--- src/rtl/scan_arb_pkg.sv ---
// Package: shared encodings for the memory scan access arbiter.
// Assumes the two-bit mode field is decoded exactly as listed here.
package scan_arb_pkg;

    typedef enum logic [1:0] {
        SCAN_INTERLEAVE = 2'b00,
        SCAN_BURST      = 2'b01,
        SCAN_IDLE_SLOT  = 2'b10,
        SCAN_TRIG_GATED = 2'b11
    } scan_mode_e;

endpackage

--- src/rtl/scan_addr_seq.sv ---
// Module: scan_addr_seq
// Owns the go bit, the scan address and the done pulse. A launch loads the
// start address; every granted read advances the address or, on the end
// address, finishes the scan. Assumes end_addr_i >= start_addr_i and that
// the address inputs are stable while go is set.
module scan_addr_seq #(
    parameter int AW = 16
) (
    input  logic          clk,
    input  logic          rst_n,
    input  logic          go_set_i,
    input  logic          go_clr_i,
    input  logic          hold_go_i,
    input  logic          grant_i,
    input  logic [AW-1:0] start_addr_i,
    input  logic [AW-1:0] end_addr_i,
    output logic          go_o,
    output logic [AW-1:0] addr_o,
    output logic          done_o,
    output logic          launch_o
);

    logic          go_q;
    logic [AW-1:0] addr_q;
    logic          done_q;
    logic          last_addr;

    // A set request only launches a scan when none is running.
    assign launch_o  = go_set_i & ~go_q;
    assign last_addr = (addr_q == end_addr_i);

    // Go bit, address counter and done pulse.
    always_ff @(posedge clk) begin
        if (!rst_n) begin
            go_q   <= 1'b0;
            addr_q <= '0;
            done_q <= 1'b0;
        end else begin
            done_q <= 1'b0;
            if (launch_o) begin
                go_q   <= 1'b1;
                addr_q <= start_addr_i;
            end else if (go_q) begin
                if (go_clr_i && !hold_go_i) begin
                    go_q <= 1'b0;
                end else if (grant_i) begin
                    if (last_addr) begin
                        go_q   <= 1'b0;
                        done_q <= 1'b1;
                    end else begin
                        addr_q <= addr_q + AW'(1);
                    end
                end
            end
        end
    end

    assign go_o   = go_q;
    assign addr_o = addr_q;
    assign done_o = done_q;

endmodule

--- src/rtl/scan_trig_gate.sv ---
// Module: scan_trig_gate
// Detects a rising edge of the external trigger and arms the scan once such
// an edge arrives while go is already set. Each launch disarms it. Assumes
// trig_i is already synchronous to clk.
module scan_trig_gate (
    input  logic clk,
    input  logic rst_n,
    input  logic trig_i,
    input  logic go_i,
    input  logic launch_i,
    output logic armed_o
);

    logic trig_q;
    logic armed_q;
    logic trig_rise;

    assign trig_rise = trig_i & ~trig_q;

    // Previous trigger level, used for edge detection.
    always_ff @(posedge clk) begin
        if (!rst_n) trig_q <= 1'b0;
        else        trig_q <= trig_i;
    end

    // Arm flag: cleared at launch, set by an edge seen during a scan.
    always_ff @(posedge clk) begin
        if (!rst_n)                armed_q <= 1'b0;
        else if (launch_i)         armed_q <= 1'b0;
        else if (go_i && trig_rise) armed_q <= 1'b1;
    end

    assign armed_o = armed_q;

endmodule

--- src/rtl/scan_slot_grant.sv ---
// Module: scan_slot_grant
// Per-cycle port arbitration: decides whether the scanner reads this cycle
// and whether the CPU must stall, according to the mode. Keeps a one-bit
// history of the previous grant to space out interleaved reads. Assumes
// paused_i already folds in the interrupt-mode policy.
module scan_slot_grant
    import scan_arb_pkg::*;
(
    input  logic       clk,
    input  logic       rst_n,
    input  scan_mode_e mode_i,
    input  logic       go_i,
    input  logic       launch_i,
    input  logic       paused_i,
    input  logic       armed_i,
    input  logic       cpu_idle_i,
    output logic       grant_o,
    output logic       stall_o
);

    logic prev_grant_q;
    logic eligible;

    assign eligible = go_i & ~paused_i;

    // Mode-specific grant and stall decision.
    always_comb begin
        grant_o = 1'b0;
        stall_o = 1'b0;
        unique case (mode_i)
            SCAN_BURST: begin
                grant_o = eligible;
                stall_o = eligible;
            end
            SCAN_INTERLEAVE: begin
                grant_o = eligible & ~prev_grant_q;
                stall_o = grant_o;
            end
            SCAN_TRIG_GATED: begin
                grant_o = eligible & armed_i & ~prev_grant_q;
                stall_o = grant_o;
            end
            SCAN_IDLE_SLOT: begin
                grant_o = eligible & cpu_idle_i;
                stall_o = 1'b0;
            end
            default: begin
                grant_o = 1'b0;
                stall_o = 1'b0;
            end
        endcase
    end

    // Remember whether the previous cycle carried a scanner read.
    always_ff @(posedge clk) begin
        if (!rst_n)        prev_grant_q <= 1'b0;
        else if (launch_i) prev_grant_q <= 1'b0;
        else               prev_grant_q <= grant_o;
    end

endmodule

--- src/rtl/scan_arbiter.sv ---
// Module: scan_arbiter (top)
// Schedules background scanner reads of program memory against CPU fetches
// in one of four modes and drives the CPU stall. Assumes all inputs are
// synchronous to clk and the mode is held constant during a scan.
module scan_arbiter
    import scan_arb_pkg::*;
#(
    parameter int AW = 16
) (
    input  logic          clk,
    input  logic          rst_n,
    input  logic [1:0]    mode_i,
    input  logic          go_set_i,
    input  logic          go_clr_i,
    input  logic          int_mode_i,
    input  logic          trig_i,
    input  logic          cpu_idle_i,
    input  logic          irq_active_i,
    input  logic [AW-1:0] start_addr_i,
    input  logic [AW-1:0] end_addr_i,
    output logic [AW-1:0] scan_addr_o,
    output logic          scan_rd_o,
    output logic          cpu_stall_o,
    output logic          done_o,
    output logic          go_o
);

    scan_mode_e mode;
    logic       go;
    logic       launch;
    logic       armed;
    logic       grant;
    logic       stall;
    logic       paused;

    assign mode   = scan_mode_e'(mode_i);
    // An interrupt suspends the scanner only when the interrupt-mode bit asks for it.
    assign paused = int_mode_i & irq_active_i;

    scan_addr_seq #(.AW(AW)) u_seq (
        .clk          (clk),
        .rst_n        (rst_n),
        .go_set_i     (go_set_i),
        .go_clr_i     (go_clr_i),
        .hold_go_i    (mode == SCAN_BURST),
        .grant_i      (grant),
        .start_addr_i (start_addr_i),
        .end_addr_i   (end_addr_i),
        .go_o         (go),
        .addr_o       (scan_addr_o),
        .done_o       (done_o),
        .launch_o     (launch)
    );

    scan_trig_gate u_trig (
        .clk      (clk),
        .rst_n    (rst_n),
        .trig_i   (trig_i),
        .go_i     (go),
        .launch_i (launch),
        .armed_o  (armed)
    );

    scan_slot_grant u_grant (
        .clk        (clk),
        .rst_n      (rst_n),
        .mode_i     (mode),
        .go_i       (go),
        .launch_i   (launch),
        .paused_i   (paused),
        .armed_i    (armed),
        .cpu_idle_i (cpu_idle_i),
        .grant_o    (grant),
        .stall_o    (stall)
    );

    assign scan_rd_o   = grant;
    assign cpu_stall_o = stall;
    assign go_o        = go;

endmodule

--- config.mk ---
export PLATFORM = sky130hd
export DESIGN_NAME = scan_arbiter
export DESIGN_NICKNAME = d
export VERILOG_FILES = /design/src/rtl/scan_arb_pkg.sv /design/src/rtl/scan_addr_seq.sv /design/src/rtl/scan_trig_gate.sv /design/src/rtl/scan_slot_grant.sv /design/src/rtl/scan_arbiter.sv
export SDC_FILE = /design/constraint.sdc
export NUM_CORES = 1
export LEC_CHECK = 0
export BUFFER_PORTS_ARGS = -buffer_cell sky130_fd_sc_hd__buf_2
export CORE_MARGIN = 2
export CORE_UTILIZATION = 50
export DETAILED_ROUTE_END_ITERATION = 7
export GPL_TIMING_DRIVEN = 0
export PLACE_DENSITY = 0.84
export SETUP_SLACK_MARGIN = 0.05
export SLEW_MARGIN = 40
export SYNTH_ARGS = -nofsm -noshare
export SYNTH_HDL_FRONTEND = slang
export SYNTH_SLANG_ARGS = --single-unit
export TNS_END_PERCENT = 5
--- constraint.sdc ---
create_clock -name clk -period 3.5 [get_ports clk]
set_input_delay 0.7 -clock clk [delete_from_list [all_inputs] [get_ports clk]]
set_output_delay 0.7 -clock clk [all_outputs]
set_load 0.01 [all_outputs]
; ---- Word-level counts from Yosys, hierarchy flattened
; Cells that the tools add are included.
[classes]
n_reduce_logical = 9
bitwise = 14
muxes = 13
eq_ne = 6
addsub = 1
[op_table]
columns = operator, count
row1 = 16-bit 2-to-1 mux, 5
row2 = "16-bit by 1-bit adder with 16-bit output, second input constant", 1
row3 = 16-bit equality test, 1
row4 = 1-bit bitwise AND, 8
row5 = 1-bit one-hot mux with 4 select lines, 2
row6 = 1-bit 2-to-1 mux, 6
row7 = 1-bit inverter, 6
row8 = 5-bit OR reduction, 1
row9 = "2-bit equality test, second input constant", 2
row10 = "2-bit != test, second input constant", 2
row11 = 4-bit AND reduction, 1
row12 = 2-bit nonzero test, 2
row13 = "2-bit by 1-bit equality test with 1-bit output, second input constant", 1
row14 = 1-bit logical AND, 2
row15 = 2-bit logical NOT, 1
row16 = 2-bit OR reduction, 1
row17 = 1-bit logical NOT, 1
[word_totals]
inputBits = 42
word_cells = 49
output_inout_bits = 20
register_bits = 21

; ---- Logic depth before layout (Yosys ltp)
[depth]
word_depth = 10
ltp_mapped = 8

; ---- Hierarchy
; Synthesis repeated with hierarchy kept, for this count alone.
[hier_totals]
hier_cells = 183
area_unflattened_um2 = 1417.6
[by_module_without_submodules]
columns = mod, instances, area_per_inst_um2, cells_per_inst
row1 = scan_addr_seq, 1, 1229.9, 160
row2 = scan_slot_grant, 1, 98.8, 14
row3 = scan_trig_gate, 1, 68.8, 7
row4 = scan_arbiter, 1, 20.0, 2

; ---- Worst setup path after synthesis
; No wires, ideal clock.
[synth_path]
kind = input-to-reg
startpoint = input mode_i[0]
endpoint = register u_seq.addr_q[11] (netlist: u_seq.addr_o[11])
arrival_time_ps = 2230
path_buffers = 1
slack_ps = 1196
cell_stages = 6
required_time_ps = 3426
path_cell_list = nor2b_2 o21ai_0 or4_1 clkbuf_2 or4_1 a31oi_1
[synth_via]
elab_chain_cells = 5
[synth_lines]
columns = item, line_no
row1 = start: declaration, scan_arbiter.sv:12  ; input logic [1:0] mode_i,
row2 = "parallel branches: the longest is 4 deep, another holds 1-bit one-hot mux with 4 select lines", -
row3 = 4-bit AND reduction (no line) *, -
row4 = end signal: assignment, scan_addr_seq.sv:42  ; addr_q <= start_addr_i;
row5 = end signal: assignment, scan_addr_seq.sv:51  ; addr_q <= addr_q + AW'(1);
row6 = end: declaration, scan_addr_seq.sv:24  ; logic [AW-1:0] addr_q;
; Mark *: on every way between the ends.
; A chain may end at the register's enable or synchronous reset.

; ---- Worst setup path in the final report
[layout_path]
startpoint = input mode_i[0]
endpoint = output scan_rd_o
[layout_via]
elab_chain_cells = 2
[layout_lines]
columns = item, line_no
row1 = 2-bit equality test (tied with other cells), scan_slot_grant.sv:30  ; unique case (mode_i)
row2 = 1-bit one-hot mux with 4 select lines *, scan_slot_grant.sv:30
row3 = end: declaration, scan_arbiter.sv:22  ; output logic scan_rd_o,
; Mark *: on every way between the ends. The rest lies on a longest branch, timed or not.

==> reports/results.md <==
| Parameter | This run |
|:---|:---|
| Fill count | 246 |
| Largest voltage drop on the vdd net | 206 uV |
| First-pass GRT wire length | 6580 microns |
| Crit Path Class | input port to output port |
| Remaining routing DRC violations | 0 |
| Hold Fails Final Rpt | 0 |
| Post-layout total power | 0.546 mW |
| Post-synthesis xor/xnor area fraction | 10.3% |
| Worst EP required | 2.80 ns |
| Global routing usage summed across all routing layers | 26.2% |
| Critical Path Max Stage Delay | 0.76 ns |
| Actual slew at the worst max-slew pin | 0.810 ns |
| Internal power of the cells | 0.364 mW |
| Power per cell area | 315 nW/um^2 |
| Number of nets still failing antenna checks after routing | 0 |
| Clock transition at the register clock pins on the worst setup and hold paths after CTS | 0.13 ns |
| Dpl cell area | 1710 sq um |
| # diodes | 0 |
| Count of TritonRoute iterations in the first routing pass | 4 |
| Portion of the clock cycle consumed by the worst path in the final layout | 78.1% |
| Maximum number of pins on one net before global-route repair | 13 |
| Cell total after placement | 260 |
| Max-slew violation count | 0 |
| CTS Hold Buffers Added | 0 |
| Mapped Area | 1360 sq um |
| Number of sinks handled by clock tree synthesis | 21 |
| Switching power as a share of total power | 33.3% |
| Switching power total | 0.182 mW |
| Number of buffers and inverters on the critical path | 3 |
| Instance count on the critical path | 5 |
| Worst endpoint data arrival time | 2.04 ns |
| CP Launch Type | input port |
| 1st-iter DRT viols | 46 |
| Resized Gates After CTS | 0 |
| Total vias in the final route | 1,614 |
| Distinct cell type count of the synthesized netlist | 37 |
| Reg-to-reg startpoint | u_seq.addr_o[8] |
| Average wire per standard cell | 15.5 microns |
| Yosys warns | 0 |
| Accumulated negative setup slack | 0 ns |
| Worst hold slack | 0.512 ns |
| CORE AREA | 2520 sq um |
| Clock Skews | 0.00600 ns |
| Share of the yosys chip area belonging to registers | 30.8% |
| Maximum root-to-sink buffer count | 2 |
| HP Class | register to register |
| Compound-gate portion of the synthesized area | 24.2% |
| Initial cell density of the core | 54.1% |
| Cells along the critical path | buf_2 > nor2b_2 > o41ai_2 > inv_1 > buf_2 |
| Flop pwr share | 52.4% |
| Global routing's busiest layer | met2 |
| Post-Synthesis Net Count | 212 |
| Dominant combinational cell family by area after synthesis | simple AND/OR/NAND/NOR gates |
| Most frequent cells in the layout | buf_2 (63), dfxtp_1 (21), o21ai_0 (18), xor2_1 (16), or4_1 (12) |
| Met2 Resource Use GR | 44.0% |
| Die Span Y | 56.2 microns |
| I/O pins | 62 |
| Global placement routability congestion | 0.880 |
| Overall die area | 3160 sq um |
| Min Tclk post-route | 2.74 ns |
| Remaining max-slew budget at the tightest pin | 45.4% |
| Cell with the largest stage delay on the worst path | o41ai_2 |
| Static power due to leakage | 0.769 nW |
| Width of the chip | 56.2 microns |
| Endpoints failing setup | 0 |
| Slack of the worst reg-to-reg path | 1.00 ns |
| Family with the most delay on the worst path | compound AO/OA/AOI/OAI gates |
| Met3 Resource Use GR | 4.42% |
| Count of maximum capacitance violations | 0 |
| Critical Path Most Common Cell | buf_2 |
| Total CTS buffers | 3 |
| Critical path endpoint | scan_rd_o |
| Logic pwr share | 24.9% |
| Adder-cell area share of the yosys netlist | 0.917% |
| Grt met1 use | 34.6% |
| Count of buffers added by post-CTS timing repair for setup | 0 |
| Crit end category | output port |
| Number of instances in the synthesized netlist | 169 |
| Worst reg2reg path endpoint | u_seq.addr_o[3] |
| Floorplan row count | 18 |
| Number of global-route vias before repair | 1,430 |
| Multiplexer share of the synthesized area | 0% |
| Worst hold path depth | 2 |
| Run status | finished clean |
| Clk pwr share | 22.7% |
| Routed wire length | 4090 microns |
| Share of layout cells above drive strength 1 | 30.8% |
| Clock insertion delay at the later pin of the skew report | 0.32 ns |
| Synthesis-stage register bit count | 21 |
| Synthesized area per cell | 8.07 sq um |
| Number of antenna violations at the first check in global routing | 0 |
| Fin nets | 278 |
| TritonCTS clock tree | yes |
| Post-layout instance count excluding filler cells | 264 |
| Peak clock frequency supported by timing | 0.366 GHz |
| PortBufs | 61 |
| Overflow after GRT | 0 |
| Area delta synth->final | 27.2% |
| Leading cell type in the layout, fill and taps excluded | buf_2 |
| Library cell used as clock root buffer | clkbuf_4 |
| Via density per instance | 6.11 |
| Detailed placer's ending HPWL | 3100 microns |
| Summed area of non-filler cells in the final layout | 1730 sq um |
| Simple-gate share of the synthesized area | 28.8% |
| Critical path startpoint | mode_i[0] |
| Unrepaired setup endpoints after global routing | no |
| H-tree depth | 1 |
| Crit path max fanout | 9 |
| Register-to-Register Path Depth | 7 |
-- layer usage --
layer	vias to the layer above	part of all wire (%)
li1	776	-
met1	750	43
met2	83	46
met3	5	10
met4	0	0.83
met5	-	0
-- kinds of logic (layout without fill, tap and decap cells) --
family	after synthesis	after routing
AND/OR/NAND/NOR	65	65
flip-flops	21	21
XOR/XNOR	16	16
adder cells (fa/ha/maj)	1	1
AO/OA/AOI/OAI	49	49
buffers and inverters	17	82
-- state kept, by name (all words and copies together) (netlist names) --
register	count
u_grant.prev_grant_q	1
u_seq.addr_o	16
u_seq.done_o	1
u_seq.go_o	1
u_trig.armed_o	1
u_trig.trig_q	1
-- worst min-delay path by stage --
stage                     startpoint          endpoint  slack [ns]
global placement      u_trig.armed_o    u_trig.armed_o        0.48
finish                u_trig.armed_o    u_trig.armed_o        0.51
detailed placement    u_trig.armed_o    u_trig.armed_o        0.48
global route        u_seq.addr_o[13]  u_seq.addr_o[13]        0.58
floorplan             u_trig.armed_o    u_trig.armed_o        0.45
CTS                   u_trig.armed_o    u_trig.armed_o        0.51
-- area by class of cell --
cell class                      instances  area [sq um]  area share [%]
Sequential cell                        21           420            24.2
Multi-Input combinational cell        131           876            50.5
Tap cell                               30          37.5            2.16
Inverter                                7          26.3            1.52
Timing Repair Buffer                   61           305            17.6
Clock inverter                          1          5.00           0.289
Clock buffer                            3          22.5            1.30
Buffer                                 10          41.3            2.38
-- cell usage after synthesis --
master    count  share of area (%)
a32oi_1       1               0.64
o31a_1        2                1.3
nand4_1       5                2.3
clkbuf_1      7                1.9
a21boi_2      1               0.83
and3b_1       2                1.3
nor4_1        7                3.2
clkbuf_2      1               0.37
a211o_1       1               0.64
and4_1        2                1.3
dfxtp_1      21                 31
buf_2         2               0.73
xor2_1       16                 10
nand2_1       5                1.4
or4_1        12                6.6
nand2b_1      3                1.4
or3_1         6                2.8
ha_1          1               0.92
nor3_1        3                1.1
inv_1         7                1.9
nor2_1        8                2.2
and3_1        1               0.46
a311oi_1      1               0.64
nor2b_2       1               0.64
a32o_1        1               0.73
a21oi_1       1               0.37
nor3b_1       1               0.55
and2_1        1               0.46
o21ai_0      18                6.6
and2b_1       1               0.55
o31ai_1       9                5.0
a21o_1        1               0.55
or2_2         1               0.46
nand3_1       6                2.2
o41ai_2       1                1.2
o211a_1       1               0.73
a31oi_1      11                5.0
-- through the flow --
| stage | setup slack, ns | util (%) |
|---|---|---|
| 6_report | 0.765 | 68.8 |
| 2_1_floorplan | 1.20 | - |
| 3_5_place_dp | 0.783 | 67.7 |
| 5_1_grt | 0.729 | 68.8 |
| 3_3_place_gp | 0.790 | 67.7 |
| 4_1_cts | 0.808 | 68.8 |
-- power groups by stage --
stage	registers, mW	logic [mW]	clock network (mW)
after detailed placement	0.291	0.134	0
after global placement	0.290	0.133	0
after floorplan	0.293	0.0671	0
after CTS	0.285	0.135	0.124
final	0.286	0.136	0.124
after global routing	0.289	0.150	0.138
-- worst reg2reg max path, stage by stage, from the launching register on --
cell and delay (ns):
dfxtp_1 0.50, xor2_1 0.15, nor4_1 0.46, and4_1 0.34, clkbuf_1 0.36, buf_2 0.33
o21ai_0 0.13, a31oi_1 0.16
Power figures use the tool's default switching activity.
